`config.mk`:
```
export PLATFORM = sky130hd
export DESIGN_NAME = cfg_serial_loader
export DESIGN_NICKNAME = d
export VERILOG_FILES = /design/src/rtl/cfgl_pkg.sv /design/src/rtl/cfgl_sync.sv /design/src/rtl/cfgl_tick.sv /design/src/rtl/cfg_serial_loader.sv
export SDC_FILE = /design/constraint.sdc
export NUM_CORES = 1
export LEC_CHECK = 0
export ABC_CLOCK_PERIOD_IN_PS = 2410
export BUFFER_PORTS_ARGS = -buffer_cell sky130_fd_sc_hd__clkbuf_2
export CELL_PAD_IN_SITES_DETAIL_PLACEMENT = 1
export CELL_PAD_IN_SITES_GLOBAL_PLACEMENT = 2
export CORE_MARGIN = 5
export CORE_UTILIZATION = 32
export DETAILED_ROUTE_END_ITERATION = 16
export GPL_TIMING_DRIVEN = 0
export PLACE_DENSITY = 0.68
export SKIP_LAST_GASP = 1
export SYNTH_ARGS = -nofsm -noshare
export SYNTH_HDL_FRONTEND = slang
export SYNTH_SLANG_ARGS = --single-unit
```
`constraint.sdc`:
```
create_clock -name clk -period 2.41 [get_ports clk]
set_input_delay 0.6025 -clock clk [delete_from_list [all_inputs] [get_ports clk]]
set_output_delay 0.6025 -clock clk [all_outputs]
set_load 0.01 [all_outputs]
```
`src/rtl/cfgl_pkg.sv`:
```
package cfgl_pkg;
   localparam int BYTE_W = 8;

   typedef enum logic [2:0] {
      ERR_NONE       = 3'd0,
      ERR_INIT_START = 3'd1,
      ERR_INIT_CLEAR = 3'd2,
      ERR_CRC        = 3'd3,
      ERR_DONE_TMO   = 3'd4
   } cfgl_err_e;

   typedef enum logic [2:0] {
      S_IDLE,
      S_PROG,
      S_WAKE,
      S_GATE,
      S_SHIFT,
      S_TRAIL
   } cfgl_state_e;
endpackage

```
`src/rtl/cfgl_sync.sv`:
```
// Multi-stage synchroniser for a small bundle of asynchronous status pins.
module cfgl_sync #(
   parameter int             W       = 2,
   parameter int             STAGES  = 2,
   parameter logic [W-1:0]   RST_VAL = '0
) (
   input  logic         clk,
   input  logic         rst_n,
   input  logic [W-1:0] d,
   output logic [W-1:0] q
);
   if (STAGES < 2) begin : g_bad_stages
      $error("cfgl_sync: STAGES must be at least 2");
   end

   logic [STAGES-1:0][W-1:0] chain;

   always_ff @(posedge clk or negedge rst_n) begin
      if (!rst_n) chain <= {STAGES{RST_VAL}};
      else        chain <= {chain[STAGES-2:0], d};
   end

   assign q = chain[STAGES-1];
endmodule

```
`src/rtl/cfgl_tick.sv`:
```
// Half-period strobe for the serial clock; restarts while clr is high.
module cfgl_tick #(
   parameter int HALF_CLKS = 2
) (
   input  logic clk,
   input  logic rst_n,
   input  logic clr,
   output logic tick
);
   if (HALF_CLKS < 1) begin : g_bad_half
      $error("cfgl_tick: HALF_CLKS must be at least 1");
   end

   if (HALF_CLKS == 1) begin : g_every
      assign tick = 1'b1;
   end else begin : g_count
      localparam int CW = $clog2(HALF_CLKS);
      localparam logic [CW-1:0] LAST = CW'(HALF_CLKS - 1);
      logic [CW-1:0] cnt;

      always_ff @(posedge clk or negedge rst_n) begin
         if (!rst_n)           cnt <= '0;
         else if (clr)         cnt <= '0;
         else if (cnt == LAST) cnt <= '0;
         else                  cnt <= cnt + 1'b1;
      end

      assign tick = (cnt == LAST);
   end
endmodule

```
`src/rtl/cfg_serial_loader.sv`:
```
module cfg_serial_loader
   import cfgl_pkg::*;
#(
   parameter int CNT_W       = 16,
   parameter int HALF_CLKS   = 2,
   parameter int WAIT_CLKS   = 2_500_000,
   parameter int SYNC_STAGES = 2
) (
   input  logic              clk,
   input  logic              rst_n,
   input  logic              start,
   input  logic [CNT_W-1:0]  byte_total,
   input  logic [BYTE_W-1:0] in_data,
   input  logic              in_valid,
   output logic              in_ready,
   output logic              dev_prog_n,
   output logic              dev_cclk,
   output logic              dev_din,
   input  logic              dev_init_n,
   input  logic              dev_done,
   output logic              busy,
   output logic              done,
   output logic [2:0]        err_code
);
   localparam int            TW      = $clog2(WAIT_CLKS + 1);
   localparam logic [TW-1:0] T_LIMIT = TW'(WAIT_CLKS);
   localparam int            BIW     = $clog2(BYTE_W);

   if (CNT_W < 1) begin : g_bad_cnt
      $error("cfg_serial_loader: CNT_W must be at least 1");
   end
   if (WAIT_CLKS < 2) begin : g_bad_wait
      $error("cfg_serial_loader: WAIT_CLKS must be at least 2");
   end

   cfgl_state_e       state_q;
   cfgl_err_e         err_q;
   logic [TW-1:0]     tmr_q;
   logic [CNT_W-1:0]  left_q;
   logic [BIW-1:0]    bit_q;
   logic [BYTE_W-2:0] sh_q;
   logic              prog_n_q, cclk_q, din_q, busy_q, done_q;
   logic [1:0]        pins_s;
   logic              init_hi, done_hi, tmr_exp, crc_hit, tick, tick_clr;

   cfgl_sync #(.W(2), .STAGES(SYNC_STAGES), .RST_VAL(2'b10)) u_sync (
      .clk   (clk),
      .rst_n (rst_n),
      .d     ({dev_init_n, dev_done}),
      .q     (pins_s)
   );
   assign init_hi = pins_s[1];
   assign done_hi = pins_s[0];

   assign tick_clr = (state_q != S_SHIFT) && (state_q != S_TRAIL);

   cfgl_tick #(.HALF_CLKS(HALF_CLKS)) u_tick (
      .clk   (clk),
      .rst_n (rst_n),
      .clr   (tick_clr),
      .tick  (tick)
   );

   assign tmr_exp = (tmr_q == T_LIMIT);
   assign crc_hit = !init_hi && !done_hi;

   always_ff @(posedge clk or negedge rst_n) begin
      if (!rst_n) begin
         state_q  <= S_IDLE;
         err_q    <= ERR_NONE;
         tmr_q    <= '0;
         left_q   <= '0;
         bit_q    <= '0;
         sh_q     <= '0;
         prog_n_q <= 1'b1;
         cclk_q   <= 1'b0;
         din_q    <= 1'b1;
         busy_q   <= 1'b0;
         done_q   <= 1'b0;
      end else begin
         if (!tmr_exp) tmr_q <= tmr_q + 1'b1;
         unique case (state_q)
            S_IDLE: if (start) begin
               done_q   <= 1'b0;
               err_q    <= ERR_NONE;
               busy_q   <= 1'b1;
               prog_n_q <= 1'b0;
               left_q   <= byte_total;
               tmr_q    <= '0;
               state_q  <= S_PROG;
            end
            S_PROG: if (!init_hi) begin
               prog_n_q <= 1'b1;
               tmr_q    <= '0;
               state_q  <= S_WAKE;
            end else if (tmr_exp) begin
               err_q    <= ERR_INIT_START;
               busy_q   <= 1'b0;
               prog_n_q <= 1'b1;
               state_q  <= S_IDLE;
            end
            S_WAKE: if (init_hi) begin
               tmr_q   <= '0;
               state_q <= (left_q == '0) ? S_TRAIL : S_GATE;
            end else if (tmr_exp) begin
               err_q   <= ERR_INIT_CLEAR;
               busy_q  <= 1'b0;
               state_q <= S_IDLE;
            end
            S_GATE: if (crc_hit) begin
               err_q   <= ERR_CRC;
               busy_q  <= 1'b0;
               din_q   <= 1'b1;
               state_q <= S_IDLE;
            end else if (in_valid) begin
               sh_q    <= in_data[BYTE_W-2:0];
               din_q   <= in_data[BYTE_W-1];
               cclk_q  <= 1'b0;
               bit_q   <= BIW'(BYTE_W - 1);
               state_q <= S_SHIFT;
            end
            S_SHIFT: if (tick) begin
               if (!cclk_q) begin
                  cclk_q <= 1'b1;
               end else begin
                  cclk_q <= 1'b0;
                  if (bit_q == '0) begin
                     left_q <= left_q - 1'b1;
                     if (left_q == CNT_W'(1)) begin
                        din_q   <= 1'b1;
                        tmr_q   <= '0;
                        state_q <= S_TRAIL;
                     end else begin
                        state_q <= S_GATE;
                     end
                  end else begin
                     bit_q <= bit_q - 1'b1;
                     din_q <= sh_q[BYTE_W-2];
                     sh_q  <= {sh_q[BYTE_W-3:0], 1'b0};
                  end
               end
            end
            S_TRAIL: if (done_hi) begin
               done_q  <= 1'b1;
               busy_q  <= 1'b0;
               cclk_q  <= 1'b0;
               state_q <= S_IDLE;
            end else if (tmr_exp) begin
               err_q   <= ERR_DONE_TMO;
               busy_q  <= 1'b0;
               cclk_q  <= 1'b0;
               state_q <= S_IDLE;
            end else if (tick) begin
               cclk_q <= ~cclk_q;
            end
            default: state_q <= S_IDLE;
         endcase
      end
   end

   assign in_ready   = (state_q == S_GATE) && !crc_hit;
   assign dev_prog_n = prog_n_q;
   assign dev_cclk   = cclk_q;
   assign dev_din    = din_q;
   assign busy       = busy_q;
   assign done       = done_q;
   assign err_code   = err_q;
endmodule

```
* After elaboration in Yosys (flattened, before gate mapping)
Cells that the tools add are included.
** Storage, ports and cells
- Bits in registers :: 64
- Bits of input ports :: 30
- Output and inout bits :: 9
- Logic and storage cells :: 149
** Cells by class
- Add/subtract/negate cells :: 4
- Eq/ne operators :: 28
- Mux-type cells :: 78
- Bitwise logic cells :: 1
- Reductions and logical operators :: 24
** Operators with widths (count)
- $mux W22 :: 8
- $pmux W22 S4 :: 1
- $mux W3 :: 25
- $mux W16 :: 4
- $mux W7 :: 5
- $pmux W16 S2 :: 1
- $mux W1 :: 25
- $reduce_and A5 Y1 :: 5
- $ne A2 B2 Y1 const B :: 12
- $add A22 B1 Y22 const B :: 1
- $eq A22 B22 Y1 const B :: 1
- $pmux W3 S6 :: 1
- $eq A16 B1 Y1 const B :: 1
- $logic_not A16 Y1 :: 1
- $sub A16 B1 Y16 const B :: 1
- $ne A3 B3 Y1 const B :: 5
- $pmux W3 S5 :: 1
- $pmux W7 S2 :: 1
- $reduce_and A9 Y1 :: 1
- $reduce_bool A2 Y1 :: 4
- $eq A3 B2 Y1 const B :: 2
- $eq A3 B3 Y1 const B :: 2
- $logic_not A3 Y1 :: 2
- $ne A2 B1 Y1 const B :: 3
- other kinds (15) :: 22

* Logic depth before layout (Yosys ltp)
Gate-level depths: netlist of the first run.
- Depth in word-level cells :: 7
- Gate-level depth with buffers :: 8
- Gate-level depth less buffers :: 7

* By module
A second synthesis of the first run with hierarchy kept.
** Second synthesis, totals
- Cells, all modules :: 400
- Area total of the unflattened synthesis :: 3560.9 um^2
** Modules (own cells, without submodules)
- cfg_serial_loader :: instances 1, cells an instance 392, area an instance 3414.5 um^2, seq. area each 1478.9 um^2
- cfgl_sync :: instances 1, cells an instance 6, area an instance 117.6 um^2, seq. area each 102.6 um^2
- cfgl_tick :: instances 1, cells an instance 2, area an instance 28.8 um^2, seq. area each 25.0 um^2

* Worst setup path before layout of the first run
OpenSTA, ideal clock, no wires.
- Kind :: register to register
- Start :: reg left_q[12]
- End :: reg din_q, in the netlist dev_din
- Library setup time :: 0.082 ns
- Arrival time :: 1.902 ns
- Data required time :: 2.328 ns
- Path slack :: 0.426 ns
- Cell stages (with the launch flop) :: 7
- Path buffers :: 1
- Clock period less this slack :: 1.984 ns
- Cells stage by stage :: dfrtp_1 or4_1 buf_2 nor4_4 nand4_1 a31oi_1 mux2_2
** Between the ends
- Word-level cells in the longest chain between the ends :: 3
** Ends and longest elaborated chain
- start, declared :: line cfg_serial_loader.sv:39 : logic [CNT_W-1:0] left_q;
- start signal, assigned :: line cfg_serial_loader.sv:88 : left_q <= byte_total;
- start signal, assigned :: line cfg_serial_loader.sv:128 : left_q <= left_q - 1'b1;
- $eq A16 B1 Y1 :: line cfg_serial_loader.sv:129 : if (left_q == CNT_W'(1)) begin
- $ne A3 B3 Y1 (no line)
- $reduce_and A5 Y1 (no line)
- end signal, assigned :: line cfg_serial_loader.sv:117 : din_q <= in_data[BYTE_W-1];
- end signal, assigned :: line cfg_serial_loader.sv:138 : din_q <= sh_q[BYTE_W-2];
- end, declared :: line cfg_serial_loader.sv:42 : logic prog_n_q, cclk_q, din_q, busy_q, done_q;
No other way between the ends.
A chain may end at the register's enable or synchronous reset.

* Final worst setup path of the first run
- Start :: reg left_q[12]
- End :: reg tmr_q[6]
** Between the ends
- Word-level cells in the longest chain between the ends :: 6
** Ends and longest elaborated chain
- $eq A16 B1 Y1 :: line cfg_serial_loader.sv:129
- $mux W22 :: line cfg_serial_loader.sv:129
- $mux W22 :: line cfg_serial_loader.sv:127 : if (bit_q == '0) begin
- $mux W22 :: line cfg_serial_loader.sv:123 : if (!cclk_q) begin
- $mux W22 :: line cfg_serial_loader.sv:122 : S_SHIFT: if (tick) begin
- $pmux W22 S4 :: line cfg_serial_loader.sv:82 : unique case (state_q)
- end signal, assigned :: line cfg_serial_loader.sv:81 : if (!tmr_exp) tmr_q <= tmr_q + 1'b1;
- end, declared :: line cfg_serial_loader.sv:38 : logic [TW-1:0] tmr_q;
No other way between the ends.

==> results.md, run 1 <==
* Slew at the pin with the worst max-slew slack at 0.826 ns
* Initial antenna violation count at 0
* Most common cell in the synthesized netlist: dfrtp_1
* Startpoint types: flop
* Synth top area cells: dfrtp_1 (41%), nor2_1 (5.7%), nand2_1 (3.8%), a21oi_1 (3.7%), xor2_1 (3.3%)
* Syn Inst Count at 416
* Final Hold Viols at 0
* RSZ-0062 raised after global routing: false
* Post-Syn Area per Cell at 8.80 um2
* Core area at 0.0113 mm2
* Largest net degree at the start of global routing at 36
* Initial Utilization at 32.3%
* Max Freq at 449 MHz
* Sum Neg Setup Slack at 0 ns
* Sw Pwr at 1800 uW
* CTS tree: yes
* Leak Pwr at 0.00186 uW
* WL final at 10.9 mm
* Type of the worst setup path: reg -> reg
* Worst Setup End Kind: flop
* Switching Share at 39.0%
* PwrDens at 1060 mW/mm2
* Synth async-reset ratio at 100%
* Status: finished, final reports clean
* Crit-path max FO at 10
* Crit-path leading delay family: simple AND/OR/NAND/NOR gates
* Postcts setup bufs at 0
* PortBufs at 38
* Area grow syn2layout at 18.6%
* Num CTS Buffers at 9
* Register Area at 0.00161 mm2
* Grt ovf at 0
* Critical Path RT at 2.63 ns
* Via-per-instance ratio at 5.43
* # DRC at 0
* DRT iter0 DRCs at 128
* Netlist Area Pre-Place at 0.00366 mm2
* Pwr Total at 4610 uW
* Nets at 503
* Total track usage at 17.3%
* Worst skew pair latency at 0.34 ns
* Post-synth EDFFs at 0
* Setup violations, final at 0
* Die extent in x at 117 um
* Worst-path clk slew at 0.06 ns
* Final Skew at 0.00540 ns
* Slowest cell on crit path: or4_1
* Placed instance area at 0.00405 mm2
* Yosys reg bits at 64
* Share of post-route cells with drive strength above 1 at 16.1%
* Max VDD drop at 0.000392 V
* Clock share of power at 26.6%
* Post-synthesis sequential area ratio at 43.9%
* CTS H-Tree Depth at 3
* Number of vias in the routed layout at 3,331
* Worst relative slew slack at 44.8%
* Hold_ws at 0.232 ns
* Post-route ant nets at 0
* Maxcap violations at 0
* Reg power frac at 37.7%
* Clock sink count at 64
* Yosys warns at 0
* First-pass GRT wire length at 18.1 mm
* Clock root buffer: clkbuf_16
* Final Instance Area at 0.00434 mm2
* Site row count at 39
* Share of the synthesized area in the top cell type at 41.0%
* CTS max path bufs at 2
* Most frequent cells after synthesis: dfrtp_1 (60), nor2_1 (56), nand2_1 (37), a21oi_1 (27), o21ai_0 (22)
* Internal power at 2810 uW
* Setup slack after layout at 0.181 ns
* Synth Flop Type: dfrtp_1
* Max-slew violation count at 0
* Multi-input logic area at 0.00190 mm2
* Total die area at 0.0137 mm2
* Worst Hold Class: in -> async
* Hold_buf cts at 0
* Critical Path AT at 2.45 ns
* Fillers at 1,359
* Pre-CTS worst setup slack at 0.0634 ns
* Post-synth net total at 453
* Yosys top cell by area: dfrtp_1
* Combinational fraction of design power at 35.7%
* I/O pins at 39
* HPWL after DPL at 7.86 mm
* Die span in y at 117 um
* Vias in the first global route at 3,505
* Drt first pass iters at 4
* Worst path bufs/invs at 2
* Count of different cell masters after synthesis at 58
* Worst path cell trace: or4_1 -> buf_2 -> nor4_4 -> nand4_1 -> a2bb2oi_2 -> buf_6 -> nor2_1
* Wire per inst at 17.7 um
* Post-CTS sizing at 0
* Antenna cells at 0
* Final worst path period share at 92.5%
* Final GP Congestion at 0.764
* Max incr delay on CP at 0.52 ns
* Final worst path period need at 2.23 ns
worst reg2reg max path: stages, from the launching register on:
cell and delay, ns:
dfrtp_1 0.42, or4_1 0.52, buf_2 0.18, nor4_4 0.26
nand4_1 0.17, a2bb2oi_2 0.31, buf_6 0.20, nor2_1 0.06
routing by layer:
layer	global-route usage [%]	part of all wire, %	vias to the layer above
met5	0	0	-
met4	6.35	1.9	0
met3	4.32	3.0	20
met2	27.7	48	38
met1	22.8	47	1672
li1	-	-	1601
registers in the layout (all words and copies together), names as in the netlist, 2 cells and up:
| signal | count |
|---|---|
| bit_q | 3 |
| tmr_q | 22 |
| sh_q | 7 |
| state_q | 3 |
| u_sync.q | 2 |
| u_sync.chain | 2 |
| left_q | 16 |
| err_code | 3 |
power groups by stage:
| stage | registers, uW | logic, uW | clock network [uW] |
|---|---|---|---|
| 6_report | 1740 | 1650 | 1230 |
| 5_1_grt | 1790 | 1890 | 1320 |
| 4_1_cts | 1730 | 1670 | 1260 |
| 3_5_place_dp | 1750 | 1670 | 0 |
| 3_3_place_gp | 1740 | 1620 | 0 |
| 2_1_floorplan | 1680 | 1160 | 0 |
final timing paths:
check	from	to	slack, ns	cells past startpoint
min in group clk	u_sync.chain[0]	u_sync.q[0]	0.35	0
setup reg to reg	left_q[12]	tmr_q[6]	0.18	7
hold / removal	rst_n	tmr_q[16]	0.23	1
max in group asynchronous	rst_n	dev_din	1.56	2
setup / recovery	left_q[12]	tmr_q[6]	0.18	7
hold reg to reg	u_sync.chain[0]	u_sync.q[0]	0.35	0
logic make-up (layout without fill, tap and decap cells):
logic type | count (synthesis) | after routing | synth area share, %
AND/OR/NAND/NOR | 180 | 180 | 25.0
AO/OA/AOI/OAI | 105 | 105 | 18.8
flip-flops | 64 | 64 | 43.9
buffers and inverters | 38 | 93 | 4.58
XOR/XNOR | 20 | 20 | 4.78
adder cells (fa/ha/maj) | 7 | 7 | 2.39
multiplexers | 2 | 2 | 0.581
through the flow:
| stage | util [%] | cells |
|---|---|---|
| finish | 38.4 | 614 |
| floorplan | - | 416 |
| global route | 38.4 | 614 |
| global placement | 35.6 | 597 |
| CTS | 38.2 | 614 |
| detailed placement | 35.8 | 598 |
cell usage in the layout (no fill, tap or decap), drive strengths merged, types with 2 or more instances in the layout:
cell type   n
and3        8
a21oi      27
nor3        8
nor4        7
dfrtp      60
o32ai       3
o31ai       3
nor2b       4
nand3b      3
a211oi      4
buf        12
xnor2       6
nand2b      9
a31oi      12
or3         2
inv        15
o22ai       4
nor3b       4
o21a        5
o21ai      22
ha          7
o311ai      2
nand4      13
xor2       14
clkbuf     65
a32oi       3
a21o        2
and4        3
a2bb2oi     3
a211o       3
nand2      37
nor4b       3
nand3      17
dfstp       4
o2bb2ai     3
nor2       56
area by class of cell:
type / instances / share of cell area, %
Multi-Input combinational cell: 314 / 43.7
Sequential cell: 64 / 37.0
Clock buffer: 15 / 6.17
Timing Repair Buffer: 39 / 4.90
Tap cell: 143 / 4.12
Buffer: 23 / 2.65
Inverter: 15 / 1.30
Clock inverter: 1 / 0.115
No activity file was read; power rests on OpenSTA's default activity.
==> inputs of run 2 (changes only) <==
- ABC_AREA: not set -> 1
- CAP_MARGIN: not set -> 20
- PLACE_DENSITY: 0.68 -> 0.71
==> run 2 against run 1 <==
Against the previous run: utilization increased by 0.33 points; sequential share of layout area fell by 2.9 points; cell count up 24%; via count is 8.4% higher; clock skew up 0.0044 ns; total power up 22%; final area grew 8.4%; hold slack got worse by 0.0094 ns; register-to-register slack improved by 0.36 ns; largest cell class unchanged.
==> results.md, run 2 <==
* Largest net degree at the start of global routing at 38 (was 36)
* First-pass GRT wire length at 19.5 mm (was 18.1 mm)
* Max incr delay on CP at 0.37 ns (was 0.52 ns)
* Worst Setup End Kind: output pin (was flop)
* Register Area at 0.00161 mm2 (unchanged)
* Worst relative slew slack at 63.7% (was 44.8%)
* Post-synthesis sequential area ratio at 40.1% (was 43.9%)
* Synth top area cells: dfrtp_1 (37%), nand2_1 (12%), nor2_1 (8.6%), inv_1 (5.3%), nand3_1 (3.9%) (was dfrtp_1 (41%), nor2_1 (5.7%), nand2_1 (3.8%), a21oi_1 (3.7%), xor2_1 (3.3%))
* Most frequent cells after synthesis: nand2_1 (133), nor2_1 (92), dfrtp_1 (60), inv_1 (57) (was dfrtp_1 (60), nor2_1 (56), nand2_1 (37), a21oi_1 (27), o21ai_0 (22))
* # DRC at 0 (unchanged)
* Total die area at 0.0149 mm2 (was 0.0137 mm2)
* Status: finished, final reports clean (unchanged)
* Core area at 0.0122 mm2 (was 0.0113 mm2)
* Syn Inst Count at 537 (was 416)
* Type of the worst setup path: reg -> out (was reg -> reg)
* Top reg by flops: tmr_q (unchanged)
* WL final at 11.2 mm (was 10.9 mm)
* Critical Path RT at 1.81 ns (was 2.63 ns)
* Post-synth EDFFs at 0 (unchanged)
* Number of vias in the routed layout at 3,612 (was 3,331)
* Maxcap violations at 0 (unchanged)
* CTS max path bufs at 2 (unchanged)
* RSZ-0062 raised after global routing: false (unchanged)
* Synth Area in Compound Gates at 11.9% (was 18.8%)
* Clock root buffer: clkbuf_16 (unchanged)
* Initial antenna violation count at 0 (unchanged)
* Worst Hold Class: in -> async (unchanged)
* Grt ovf at 0 (unchanged)
* Clock share of power at 21.6% (was 26.6%)
* Combinational fraction of design power at 47.8% (was 35.7%)
* Site row count at 40 (was 39)
* Multiplexer share of the synthesized area at 0% (was 0.581%)
* Reg power frac at 30.6% (was 37.7%)
* Nets at 624 (was 503)
* Internal power at 3160 uW (was 2810 uW)
* Largest register FFs at 22 (unchanged)
* HPWL after DPL at 8.38 mm (was 7.86 mm)
* Slew at the pin with the worst max-slew slack at 0.542 ns (was 0.826 ns)
* PwrDens at 1200 mW/mm2 (was 1060 mW/mm2)
* Vias in the first global route at 3,933 (was 3,505)
* Simple-gate share of the synthesized area at 34.4% (was 25.0%)
* Worst path cell trace: buf_6 -> inv_6 -> nand2_4 -> nor2_1 -> nand2_1 -> inv_1 -> clkbuf_2 (was or4_1 -> buf_2 -> nor4_4 -> nand4_1 -> a2bb2oi_2 -> buf_6 -> nor2_1)
* Most frequent cells in the layout: nand2_1 (133), nor2_1 (92), dfrtp_1 (60), inv_1 (57), clkbuf_2 (37) (was dfrtp_1 (60), nor2_1 (56), clkbuf_2 (38), nand2_1 (37), a21oi_1 (26))
* Yosys warns at 0 (unchanged)
* XOR/XNOR Fraction of Synth Area at 2.62% (was 4.78%)
* Yosys top cell by area: dfrtp_1 (unchanged)
* Die span in y at 122 um (was 117 um)
* Hold_ws at 0.222 ns (was 0.232 ns)
* Crit-path leading delay family: buffers and inverters (was simple AND/OR/NAND/NOR gates)
* Switching Share at 44.0% (was 39.0%)
* Clock sink count at 64 (unchanged)
* Share of post-route cells with drive strength above 1 at 18.6% (was 16.1%)
* Post-Syn Area per Cell at 7.47 um2 (was 8.80 um2)
* Post-synth net total at 574 (was 453)
* Final Skew at 0.00980 ns (was 0.00540 ns)
* Sw Pwr at 2480 uW (was 1800 uW)
* Share of the synthesized area in the top cell type at 37.5% (was 41.0%)
* Final Hold Viols at 0 (unchanged)
* Worst skew pair latency at 0.34 ns (about the same)
* Yosys reg bits at 64 (unchanged)
* Worst-path clk slew at 0.06 ns (about the same)
* Drt first pass iters at 4 (unchanged)
* Most common cell in the synthesized netlist: nand2_1 (was dfrtp_1)
* Critical Path AT at 1.62 ns (was 2.45 ns)
* Slowest cell on crit path: dfrtp_1 (was or4_1)
* Postcts setup bufs at 0 (unchanged)
* Count of different cell masters after synthesis at 46 (was 58)
* I/O pins at 39 (unchanged)
* Max VDD drop at 0.000452 V (was 0.000392 V)
* Startpoint types: flop (unchanged)
* Die extent in x at 122 um (was 117 um)
* PortBufs at 38 (unchanged)
* Total track usage at 16.7% (was 17.3%)
* Initial Utilization at 33.0% (was 32.3%)
* CTS H-Tree Depth at 3 (unchanged)
* Setup violations, final at 0 (unchanged)
* Sum Neg Setup Slack at 0 ns (unchanged)
* Final worst path period share at 92.2% (was 92.5%)
* Post-route ant nets at 0 (unchanged)
* Most common cell after layout, fill and taps aside: nand2_1 (was dfrtp_1)
* Crit-path max FO at 8 (was 10)
* Largest family of logic cells by synthesized area: simple AND/OR/NAND/NOR gates (unchanged)
* Leak Pwr at 0.00220 uW (was 0.00186 uW)
* Final worst path period need at 2.22 ns (was 2.23 ns)
* DRT iter0 DRCs at 111 (was 128)
* Max-slew violation count at 0 (unchanged)
* Worst path bufs/invs at 4 (was 2)
* Antenna cells at 0 (unchanged)
* Final GP Congestion at 0.800 (was 0.764)
* Via-per-instance ratio at 4.75 (was 5.43)
* Synth Flop Type: dfrtp_1 (unchanged)
* Synth async-reset ratio at 100% (unchanged)
* Max Freq at 450 MHz (was 449 MHz)
* Hold_buf cts at 0 (unchanged)
* Num CTS Buffers at 9 (unchanged)
* Area grow syn2layout at 17.4% (was 18.6%)
* Netlist Area Pre-Place at 0.00401 mm2 (was 0.00366 mm2)
* Multi-input logic area at 0.00205 mm2 (was 0.00190 mm2)
* Wire per inst at 14.7 um (was 17.7 um)
* Post-CTS sizing at 0 (unchanged)
* CTS tree: yes (unchanged)
* Fillers at 1,555 (was 1,359)
* Regs by FF count: tmr_q: 22 flops, left_q: 16 flops, sh_q: 7 flops (unchanged)
* Adder-cell share of the synthesized area at 2.18% (was 2.39%)
[run 2: per-layer routing]
metal | global-route usage, % | up-vias | wire [um] | part of all wire (%)
met1 | 20.5 | 1738 | 5210 | 47
met3 | 3.85 | 9 | 324 | 2.9
li1 | - | 1825 | - | -
met4 | 5.04 | 0 | 146 | 1.3
met5 | 0 | - | 0 | 0
met2 | 29.0 | 40 | 5480 | 49
[run 2: layout make-up]
| cell class | count | share of cell area, % |
|---|---|---|
| clock inverters | 1 | 0.106 |
| clock buffers | 15 | 5.69 |
| well taps | 168 | 4.47 |
| repair buffers | 39 | 4.52 |
| plain buffers | 11 | 1.99 |
| inverters | 66 | 5.48 |
| multi-input cells | 396 | 43.6 |
| flip-flops and latches | 64 | 34.1 |
[run 2: power groups by stage]
stage                     sequential [uW]  clock [uW]  combinational [uW]
after floorplan                      1700           0                2030
after global placement               1740           0                2690
after detailed placement             1750           0                2740
after CTS                            1730        1270                2770
after global routing                 1780        1310                3100
final                                1730        1220                2700
[run 2: cells by family (layout without fill, tap and decap cells)]
family          count (synthesis)  in the layout
compound gates                 77             77
xor+xnor                       12             12
fa+ha+maj                       7              7
buf+inv                        77            132
flops                          64             64
simple gates                  300            300
[run 2: worst paths after layout]
kind	slack (ns)	from	end	cells past startpoint
max in group asynchronous	1.56	rst_n	dev_din	2
worst max register to register	0.54	left_q[1]	tmr_q[14]	10
worst min-delay path	0.22	rst_n	tmr_q[18]	1
min in group clk	0.35	dev_init_n	u_sync.chain[1]	1
worst min register to register	0.35	u_sync.chain[0]	u_sync.q[0]	0
worst max-delay path	0.19	state_q[2]	in_ready	7
[run 2: worst register-to-register path: stages (launching register included)]
cell and delay [ns]:
dfrtp_1 0.41, inv_1 0.15, ha_1 0.17, nand2_1 0.05, nor2_1 0.18, nand2_1 0.10, nand2_1 0.12, nand4_4 0.20
inv_4 0.16, buf_6 0.16, nor2_1 0.06
[run 2: metrics by stage]
step	area [um2]	power, uW	worst slack [ns]	utilization (%)	std cells
after floorplan	4010	3730	0.828	-	537
after global placement	4410	4430	0.147	36.3	743
after detailed placement	4430	4490	0.479	36.4	744
after CTS	4700	5770	0.162	38.7	760
after global routing	4700	6190	0.0918	38.7	760
final	4700	5650	0.189	38.7	760
